$ cat config.mk
export PLATFORM = sky130hd
export DESIGN_NAME = dbg_serial_seq
export DESIGN_NICKNAME = d
export VERILOG_FILES = /design/src/rtl/dbg_pkg.sv /design/src/rtl/dbg_rx.sv /design/src/rtl/dbg_status_arb.sv /design/src/rtl/dbg_serial_seq.sv
export SDC_FILE = /design/constraint.sdc
export NUM_CORES = 1
export LEC_CHECK = 0
export BUFFER_PORTS_ARGS = -buffer_cell sky130_fd_sc_hd__buf_2
export CORE_ASPECT_RATIO = 0.7
export CORE_MARGIN = 2
export CORE_UTILIZATION = 50
export CTS_CLUSTER_SIZE = 30
export DETAILED_ROUTE_END_ITERATION = 12
export GPL_TIMING_DRIVEN = 0
export PLACE_DENSITY_LB_ADDON = 0.3
export RECOVER_POWER = 50
export SYNTH_ARGS = -nofsm -noshare
export SYNTH_HDL_FRONTEND = slang
export SYNTH_SLANG_ARGS = --single-unit
$ cat constraint.sdc
create_clock -name clk -period 4.05 [get_ports clk]
set_input_delay 0.81 -clock clk [delete_from_list [all_inputs] [get_ports clk]]
set_output_delay 0.81 -clock clk [all_outputs]
set_load 0.01 [all_outputs]
$ cat src/rtl/dbg_pkg.sv
package dbg_pkg;
    localparam int DW      = 32;
    localparam int RX_W    = DW + 2;
    localparam int TX_W    = DW + 2;
    localparam int TRAP_W  = 7;
    localparam logic [TRAP_W-1:0] CMD_BRK_NEG = 7'b0011111;

    typedef enum logic [1:0] {
        ST_DATA = 2'b00,
        ST_SEQ  = 2'b01,
        ST_INT  = 2'b10,
        ST_NULL = 2'b11
    } stat_e;

    typedef enum logic [1:0] {
        OP_INSN = 2'b00,
        OP_DATA = 2'b01,
        OP_TRAP = 2'b10,
        OP_CMD  = 2'b11
    } op_e;
endpackage

$ cat src/rtl/dbg_rx.sv
module dbg_rx #(
    parameter int FW = 34
) (
    input  logic          clk,
    input  logic          rst_n,
    input  logic          ser_in,
    output logic          busy_o,
    output logic          start_o,
    output logic          done_o,
    output logic [FW-1:0] frame_o
);
    localparam int CW = $clog2(FW);

    typedef struct packed {
        logic          busy;
        logic [CW-1:0] cnt;
        logic [FW-1:0] sh;
    } rx_t;

    rx_t st_d, st_q;

    assign busy_o  = st_q.busy;
    assign start_o = !st_q.busy && ser_in;
    assign done_o  = st_q.busy && (st_q.cnt == CW'(FW-1));
    assign frame_o = {st_q.sh[FW-2:0], ser_in};

    always_comb begin
        st_d = st_q;
        if (start_o) begin
            st_d.busy = 1'b1;
            st_d.cnt  = '0;
        end else if (st_q.busy) begin
            st_d.sh  = {st_q.sh[FW-2:0], ser_in};
            st_d.cnt = st_q.cnt + 1'b1;
            if (done_o) st_d.busy = 1'b0;
        end
    end

    always_ff @(posedge clk or negedge rst_n) begin
        if (!rst_n) st_q <= '0;
        else        st_q <= st_d;
    end
endmodule

$ cat src/rtl/dbg_status_arb.sv
module dbg_status_arb
    import dbg_pkg::*;
(
    input  logic          clk,
    input  logic          rst_n,
    input  logic          take_i,
    input  logic          dv_set_i,
    input  logic [DW-1:0] dv_data_i,
    input  logic          seq_set_i,
    input  logic          intr_set_i,
    output stat_e         code_o,
    output logic [DW-1:0] data_o
);
    typedef struct packed {
        logic          dv;
        logic          seq;
        logic          intr;
        logic [DW-1:0] data;
    } pend_t;

    pend_t pd_d, pd_q;

    always_comb begin
        code_o = ST_NULL;
        data_o = '0;
        if (pd_q.dv) begin
            code_o = ST_DATA;
            data_o = pd_q.data;
        end else if (pd_q.seq) begin
            code_o = ST_SEQ;
        end else if (pd_q.intr) begin
            code_o = ST_INT;
        end
    end

    always_comb begin
        pd_d = pd_q;
        if (take_i) begin
            unique case (code_o)
                ST_DATA: pd_d.dv   = 1'b0;
                ST_SEQ:  pd_d.seq  = 1'b0;
                ST_INT:  pd_d.intr = 1'b0;
                default: ;
            endcase
        end
        if (dv_set_i) begin
            pd_d.dv   = 1'b1;
            pd_d.data = dv_data_i;
        end
        if (seq_set_i)  pd_d.seq  = 1'b1;
        if (intr_set_i) pd_d.intr = 1'b1;
    end

    always_ff @(posedge clk or negedge rst_n) begin
        if (!rst_n) pd_q <= '0;
        else        pd_q <= pd_d;
    end
endmodule

$ cat src/rtl/dbg_serial_seq.sv
module dbg_serial_seq
    import dbg_pkg::*;
(
    input  logic          clk,
    input  logic          rst_n,
    input  logic          ser_in,
    output logic          ser_out,
    input  logic          core_ireq,
    input  logic          core_dreq,
    input  logic          core_intr,
    input  logic          core_wr_valid,
    input  logic [31:0]   core_wr_data,
    output logic          core_ack,
    output logic          core_berr,
    output logic [31:0]   core_payload,
    output logic [6:0]    trap_en,
    output logic          brk_negate
);
    typedef struct packed {
        logic [TX_W-1:0]   tx;
        logic              discard;
        logic [TRAP_W-1:0] trap;
        logic              ack;
        logic              berr;
        logic              brk;
        logic [DW-1:0]     pay;
    } top_t;

    top_t st_d, st_q;

    logic            rx_busy, frame_start, frame_done;
    logic [RX_W-1:0] frame;
    stat_e           stat_code;
    logic [DW-1:0]   stat_data;
    logic            seq_set;
    op_e             op;
    logic [DW-1:0]   pl;

    dbg_rx #(.FW(RX_W)) u_rx (
        .clk     (clk),
        .rst_n   (rst_n),
        .ser_in  (ser_in),
        .busy_o  (rx_busy),
        .start_o (frame_start),
        .done_o  (frame_done),
        .frame_o (frame)
    );

    dbg_status_arb u_arb (
        .clk        (clk),
        .rst_n      (rst_n),
        .take_i     (frame_start),
        .dv_set_i   (core_wr_valid),
        .dv_data_i  (core_wr_data),
        .seq_set_i  (seq_set),
        .intr_set_i (core_intr | seq_set),
        .code_o     (stat_code),
        .data_o     (stat_data)
    );

    assign op = op_e'(frame[RX_W-1 -: 2]);
    assign pl = frame[DW-1:0];

    always_comb begin
        st_d      = st_q;
        st_d.ack  = 1'b0;
        st_d.berr = 1'b0;
        st_d.brk  = 1'b0;
        seq_set   = 1'b0;

        if (frame_start) begin
            st_d.tx      = {stat_code, stat_data};
            st_d.discard = (stat_code == ST_SEQ) || (stat_code == ST_INT);
        end else if (rx_busy) begin
            st_d.tx = {st_q.tx[TX_W-2:0], 1'b0};
        end

        if (frame_done && !st_q.discard) begin
            unique case (op)
                OP_INSN: begin
                    if (core_ireq) begin
                        st_d.ack = 1'b1;
                        st_d.pay = pl;
                    end else if (core_dreq) begin
                        st_d.berr = 1'b1;
                        seq_set   = 1'b1;
                    end
                end
                OP_DATA: begin
                    if (core_dreq) begin
                        st_d.ack = 1'b1;
                        st_d.pay = pl;
                    end else if (core_ireq) begin
                        st_d.berr = 1'b1;
                        seq_set   = 1'b1;
                    end
                end
                OP_TRAP: st_d.trap = pl[DW-1 -: TRAP_W];
                OP_CMD:  st_d.brk  = (pl[DW-1 -: TRAP_W] == CMD_BRK_NEG);
                default: ;
            endcase
        end
    end

    always_ff @(posedge clk or negedge rst_n) begin
        if (!rst_n) st_q <= '0;
        else        st_q <= st_d;
    end

    assign ser_out      = rx_busy ? st_q.tx[TX_W-1] : !(core_ireq || core_dreq);
    assign core_ack     = st_q.ack;
    assign core_berr    = st_q.berr;
    assign core_payload = st_q.pay;
    assign trap_en      = st_q.trap;
    assign brk_negate   = st_q.brk;
endmodule

==> parameters.txt, run 1 <==
Parameter                              Value

STA
  Hold Slack ... 351.7 ps
  Setup repair after global routing missed its margin ... false
  Final hold viol count ... 0
  Post-route clock skew ... roughly 11 ps
  Total Neg Setup Slack ... 0 ps
  Achievable clock frequency ... approximately 320 MHz
  Pins over their slew limit ... 0
  Shortest period the worst path allows ... 3141 ps
  Normalized max-slew margin ... 0.5991
  Worst-margin pin slew ... about 600 ps
  Final setup viols ... 0
  Setup WS post-layout ... 909.2 ps
  Share of the clock period used by the worst path after layout ... 0.7755

Logic synthesis
  Unique masters post-synth ... 39
  Number of instances in the synthesized netlist ... 511
  Cell type with the largest total area after synthesis ... dfrtp_1
  Top area cells in the synthesized netlist ... dfrtp_1 (58%), mux2_2 (13%), mux2_4 (6.6%)
  Post-synth EDFFs ... 0
  Commonest cells in the netlist ... dfrtp_1 (152), mux2_2 (75), buf_4 (39), nand2_1 (39), o21ai_0 (36)
  Share of the synthesized area in the top cell type ... 0.5783
  Mean instance size in the synthesized netlist ... around 13 µm²
  Yosys reg bits ... around 150
  Sequential-to-total area share from yosys stat ... 0.5783
  Async S/R FF share, synth ... 1.000
  Post-synth design cell area ... 6578 µm²
  Syn Nets ... 552
  Prevailing post-synth register cell ... dfrtp_1
  Syn. warnings ... 0
  Most repeated cell in the gate-level netlist after synthesis ... dfrtp_1

Drt
  Final antenna-violating net count ... 0
  Aggregate routed wire length ... around 12,000 µm
  Average wire per cell in the routed design ... 15.17 µm
  Number of DRC markers after the initial detailed-route iteration ... about 280
  Remaining routing DRC violations ... 0
  Routed vias ... 4,057
  Average vias per placed instance ... between 5 and 6
  First-pass detailed-route iteration total ... 6

Power and ir drop
  Worst IR drop on VDD ... 0.4191 mV
  Power Density ... 665.4 nW/µm²
  LEAKAGE ... 3.729 nW

CTS
  Num Clock Sinks ... around 150
  Worst-skew pair later-pin latency ... about 420 ps
  Worst-path clk slew ... around 60 ps
  # Post-CTS Setup Buffers ... 0
  Root buffer cell ... clkbuf_16
  H-tree depth ... 4
  Post-cts hold buffer count ... 0
  Clock tree from TritonCTS ... built
  Buffer levels on the longest clock path ... 2
  Post-CTS resize count ... 0
  Number of buffers created by CTS ... 17

Global route
  Global-route wire length before repair ... 20,090 µm
  Vias in the first global route ... 4,085
  Grt total ovfl ... 0
  Pin count of the biggest net entering global routing ... 100
  All-Layer GR Usage ... 0.1810
  Antenna violations before repair ... 0

Place
  Post-DP Area ... 7219 µm²
  Post-detail-place hpwl ... between 8000 and 9000 µm
  Setup slack at placement ... 1507 ps
  I/O Buffers ... 80
  RePlAce Congestion ... between 0.7 and 0.8

Floorplanning
  Std cell rows ... 35
  Area of the die ... about 14,000 µm²
  Starting utilization of the core area ... 0.5057
  Die Height ... 99.96 µm
  Top Ports ... 82
  Chip width ... 141.1 µm
  Floorplan core area ... 13,010 µm²

Critical path
  Worst path required time ... 3240 ps
  Type of element capturing the critical path ... output pin
  Reg2reg end ... trap_en[6]$_DFFE_PN0P_
  Start of the worst register-to-register path ... u_rx.st_q[35]$_DFFE_PN0P_
  Sort of element at the start of the critical path ... flip-flop
  Signal arrival time at the worst endpoint ... 2330 ps
  Internal reg-to-reg setup slack ... 2080 ps
  Type of the setup path with the least slack ... reg -> out
  Number of cells on the worst reg-to-reg path ... 5
  Max FO, Critical Path ... 10

Worst hold path
  Worst hold-check path type ... in -> async

Outcome
  Status ... completed

Cells and area
  Antenna Cells ... 0
  # fillers ... 1,021
  Count of nets after finishing ... 652
  Storage element area ... 3804 µm²
  Multi-input logic area ... between 2000 and 2500 µm²
  Fraction of final layout cells with drive strength greater than 1 ... 0.4215
  P&R area growth vs syn ... 18.03%
  Post-route standard cell area excluding fillers ... 7764 µm²

Run
  Max cap viols ... 0
[area by class of cell]
cell class              instances  area share
flip-flops and latches        152      0.4899
multi-input cells             285      0.2946
clock buffers                  23     0.06156
plain buffers                  68     0.05963
repair buffers                 81     0.05592
well taps                     166     0.02675
clock inverters                 9    0.008703
inverters                       6    0.002901
[placed cells by master, fill, tap and decap left out, drive strengths merged, types with 3 or more instances in the layout]
| master | instances |
|---|---|
| dfrtp | 152 |
| buf | 128 |
| mux2 | 105 |
| clkbuf | 44 |
| nand2 | 39 |
| o21ai | 36 |
| nor2b | 32 |
| a21oi | 32 |
| inv | 8 |
| o31ai | 5 |
| nand3 | 4 |
| nor2 | 4 |
| nand2b | 4 |
| clkinv | 4 |
| clkinvlp | 3 |
[logic make-up (layout without fill, tap and decap cells)]
family | after synthesis | in the layout | share of synthesized area
flip-flops | 152 | 152 | 0.5783
multiplexers | 106 | 106 | 0.1978
AND/OR/NAND/NOR | 95 | 95 | 0.07723
AO/OA/AOI/OAI | 80 | 80 | 0.06620
buffers and inverters | 74 | 187 | 0.07400
adder cells (fa/ha/maj) | 2 | 2 | 0.003804
XOR/XNOR | 2 | 2 | 0.002664
[worst max-delay path: stages, from the launching register on]
cell      delay, ps
dfrtp_1         330
clkbuf_1        310
clkbuf_1        450
clkbuf_1        470
nand2_1         100
o31ai_1          80
buf_2           170
[worst max path at each step]
stage               depth (start not counted)  slack [ps]                            to                  start
floorplan                                   5        2000                       ser_out  u_rx.busy_o$_DFF_PN0_
global placement                            1          60  core_payload[14]$_DFFE_PN0P_                  rst_n
detailed placement                          6        1510                       ser_out  u_rx.busy_o$_DFF_PN0_
CTS                                         6        1050                       ser_out  u_rx.busy_o$_DFF_PN0_
global route                                6         830                       ser_out  u_rx.busy_o$_DFF_PN0_
finish                                      6         910                       ser_out  u_rx.busy_o$_DFF_PN0_
[through the flow]
stage	util	total power, mW	std cells
global route	0.5969	5.479	790
finish	0.5969	5.166	790
floorplan	-	3.311	511
CTS	0.5970	5.224	790
detailed placement	0.5551	3.752	758
global placement	0.5525	3.662	757
[power breakdown]
group	switching, mW	leakage (nW)	internal, mW
clock	0.610	0.260	0.836
sequential	0.348	1.92	2.01
combinational	0.553	1.55	0.812
[flip-flops by register name (all words and copies together), names as in the netlist, 6 cells and up]
register / cells
trap_en: 7
st_q: 35
u_rx.st_q: 6
u_arb.pd_q: 35
u_rx.frame_o: 33
core_payload: 32
[per-layer routing]
metal  wire length, µm  vias up  track usage
met4                97        0      0.06462
met1              5742     2049       0.2486
met5                 0        -            0
met3               431        7      0.04342
li1                  -     1922            -
met2              5711       79       0.2853
No activity file was read; power rests on OpenSTA's default activity.
==> inputs of run 2 (changes only) <==
==> constraint.sdc (replaced) <==
create_clock -name clk -period 3.2 [get_ports clk]
set_input_delay 0.64 -clock clk [delete_from_list [all_inputs] [get_ports clk]]
set_output_delay 0.64 -clock clk [all_outputs]
set_load 0.01 [all_outputs]
==> run 2 against run 1 <==
Compared with the run above: critical path depth unchanged; cell area about the same; critical path type unchanged; wire length about the same; sequential power up 27%; via count about the same; die area unchanged.
==> parameters.txt, run 2 (synthesis gave the netlist of run 1 again) <==
Parameter                              Value

Global route
  Pin count of the biggest net entering global routing ... 100 (unchanged)
  Grt total ovfl ... 0 (unchanged)
  All-Layer GR Usage ... 0.1810 (unchanged)
  Antenna violations before repair ... 0 (unchanged)
  Global-route wire length before repair ... 20,090 µm (unchanged)
  Vias in the first global route ... 4,085 (unchanged)

Run
  Max cap viols ... 0 (unchanged)

Drt
  First-pass detailed-route iteration total ... 6 (unchanged)
  Average vias per placed instance ... 5.137 (about the same)
  Aggregate routed wire length ... 11,980 µm (about the same)
  Remaining routing DRC violations ... 0 (unchanged)
  Routed vias ... 4,058 (+0.025%)
  Final antenna-violating net count ... 0 (unchanged)
  Average wire per cell in the routed design ... 15.17 µm (about the same)
  Number of DRC markers after the initial detailed-route iteration ... 277 (unchanged)

CTS
  Post-CTS resize count ... 0 (unchanged)
  Worst-path clk slew ... 60 ps (about the same)
  Num Clock Sinks ... 152 (unchanged)
  Clock tree from TritonCTS ... built
  # Post-CTS Setup Buffers ... 0 (unchanged)
  Post-cts hold buffer count ... 0 (unchanged)
  Buffer levels on the longest clock path ... 2 (unchanged)
  H-tree depth ... 4 (unchanged)
  Number of buffers created by CTS ... 17 (unchanged)
  Worst-skew pair later-pin latency ... 420 ps (about the same)
  Root buffer cell ... clkbuf_16

STA
  Pins over their slew limit ... 0 (unchanged)
  Final setup viols ... 0 (unchanged)
  Shortest period the worst path allows ... 2971 ps
  Setup WS post-layout ... 229.2 ps (-680.0 ps)
  Share of the clock period used by the worst path after layout ... 0.9284
  Total Neg Setup Slack ... 0 ps (unchanged)
  Post-route clock skew ... 11.39 ps (unchanged)
  Worst-margin pin slew ... 1410 ps (+809.1 ps)
  Setup repair after global routing missed its margin ... false
  Normalized max-slew margin ... 0.05967 (-0.5394)
  Final hold viol count ... 0 (unchanged)
  Achievable clock frequency ... 336.6 MHz

Critical path
  Top delay family on crit path ... buffers and inverters
  Worst path required time ... 2560 ps (-680 ps)
  Sort of element at the start of the critical path ... flip-flop
  Type of the setup path with the least slack ... reg -> out
  Max FO, Critical Path ... 10 (unchanged)
  Crit path buf inv count ... 4 (unchanged)
  Cell with the largest stage delay on the worst path ... clkbuf_1
  Chain of cells forming the critical path ... clkbuf_1, clkbuf_1, clkbuf_1, nand2_1, o31ai_1, buf_2
  Critical path's largest stage delay ... 470 ps (about the same)
  Signal arrival time at the worst endpoint ... 2330 ps (about the same)
  Type of element capturing the critical path ... output pin
  Most prevalent standard cell on the critical path ... clkbuf_1

Cells and area
  # fillers ... 1,022 (+0.098%)
  Top library cells by usage in the layout, fill and taps aside ... dfrtp_1 (152), buf_2 (83), mux2_2 (75)
  Count of nets after finishing ... 652 (unchanged)
  Most common cell after layout, fill and taps aside ... dfrtp_1
  P&R area growth vs syn ... 17.94% (about the same)
  Antenna Cells ... 0 (unchanged)
  Fraction of final layout cells with drive strength greater than 1 ... 0.4215 (unchanged)

Power and ir drop
  LEAKAGE ... 3.727 nW (about the same)
  Worst IR drop on VDD ... 0.5305 mV (+27%)
  Power Density ... 842.8 nW/µm² (+27%)
  Total chip power ... 6.538 mW (+27%)

Floorplanning
  Chip width ... 141.1 µm (unchanged)
  Top Ports ... 82 (unchanged)
  Floorplan core area ... 13,010 µm² (unchanged)
  Std cell rows ... 35 (unchanged)
  Starting utilization of the core area ... 0.5057 (unchanged)
  Die Height ... 99.96 µm (unchanged)
  Area of the die ... 14,100 µm² (unchanged)

Worst hold path
  Worst hold-check path type ... in -> reg

Outcome
  Status ... completed

Place
  I/O Buffers ... 80 (unchanged)
  Post-detail-place hpwl ... 8056 µm (unchanged)
  Setup slack at placement ... 826.8 ps (-680.0 ps)
  RePlAce Congestion ... 0.7536 (unchanged)
## run 2: cell count changes in the layout (fill, tap and decap cells not counted), sizes merged
cell / delta
buf: -1
clkbuf: +1
## run 2: area by class of cell
class / count / area, µm² / share of cell area
Clock inverter: 9 / 67.56 / 0.008710
Tap cell: 166 / 207.7 / 0.02677
Multi-Input combinational cell: 285 / 2287 / 0.2948
Clock buffer: 23 / 478.0 / 0.06161
Buffer: 68 / 462.9 / 0.05968
Sequential cell: 152 / 3804 / 0.4903
Inverter: 6 / 22.52 / 0.002903
Timing Repair Buffer: 81 / 427.9 / 0.05516
## run 2: worst paths after layout
path | from | end | slack (ps) | depth (start not counted)
hold / removal | core_intr | u_arb.pd_q[32]$_DFFE_PN0P_ | 420 | 2
hold reg to reg | st_q[66]$_DFFE_PN0P_ | st_q[67]$_DFFE_PN0P_ | 480 | 2
setup reg to reg | u_rx.st_q[35]$_DFFE_PN0P_ | trap_en[6]$_DFFE_PN0P_ | 1230 | 5
min in group asynchronous | rst_n | u_arb.pd_q[8]$_DFFE_PN0P_ | 550 | 1
max in group asynchronous | rst_n | u_rx.frame_o[9]$_DFFE_PN0P_ | 1540 | 2
setup / recovery | u_rx.busy_o$_DFF_PN0_ | ser_out | 230 | 6
## run 2: where the power goes
group          total (mW)  switching, mW  internal, mW  leakage, nW
combinational        1.73          0.700          1.03         1.55
sequential           2.98          0.441          2.54         1.92
clock                1.83          0.773          1.06        0.260
## run 2: stage by stage
step           instance area [µm²]  utilization  instances  hold slack [ps]
6_report                      7757       0.5964        790            418.5
5_1_grt                       7757       0.5964        790            414.8
4_1_cts                       7765       0.5970        790            188.4
3_5_place_dp                  7219       0.5551        758            460.5
3_3_place_gp                  7186       0.5525        757            455.0
2_1_floorplan                 6578            -        511            344.4
## run 2: routing by layer
layer / global-route usage / vias to the layer above / share of wire
met4: 0.06462 / 0 / 0.0081
li1: - / 1922 / -
met1: 0.2486 / 2050 / 0.48
met3: 0.04342 / 7 / 0.036
met2: 0.2853 / 79 / 0.48
met5: 0 / - / 0
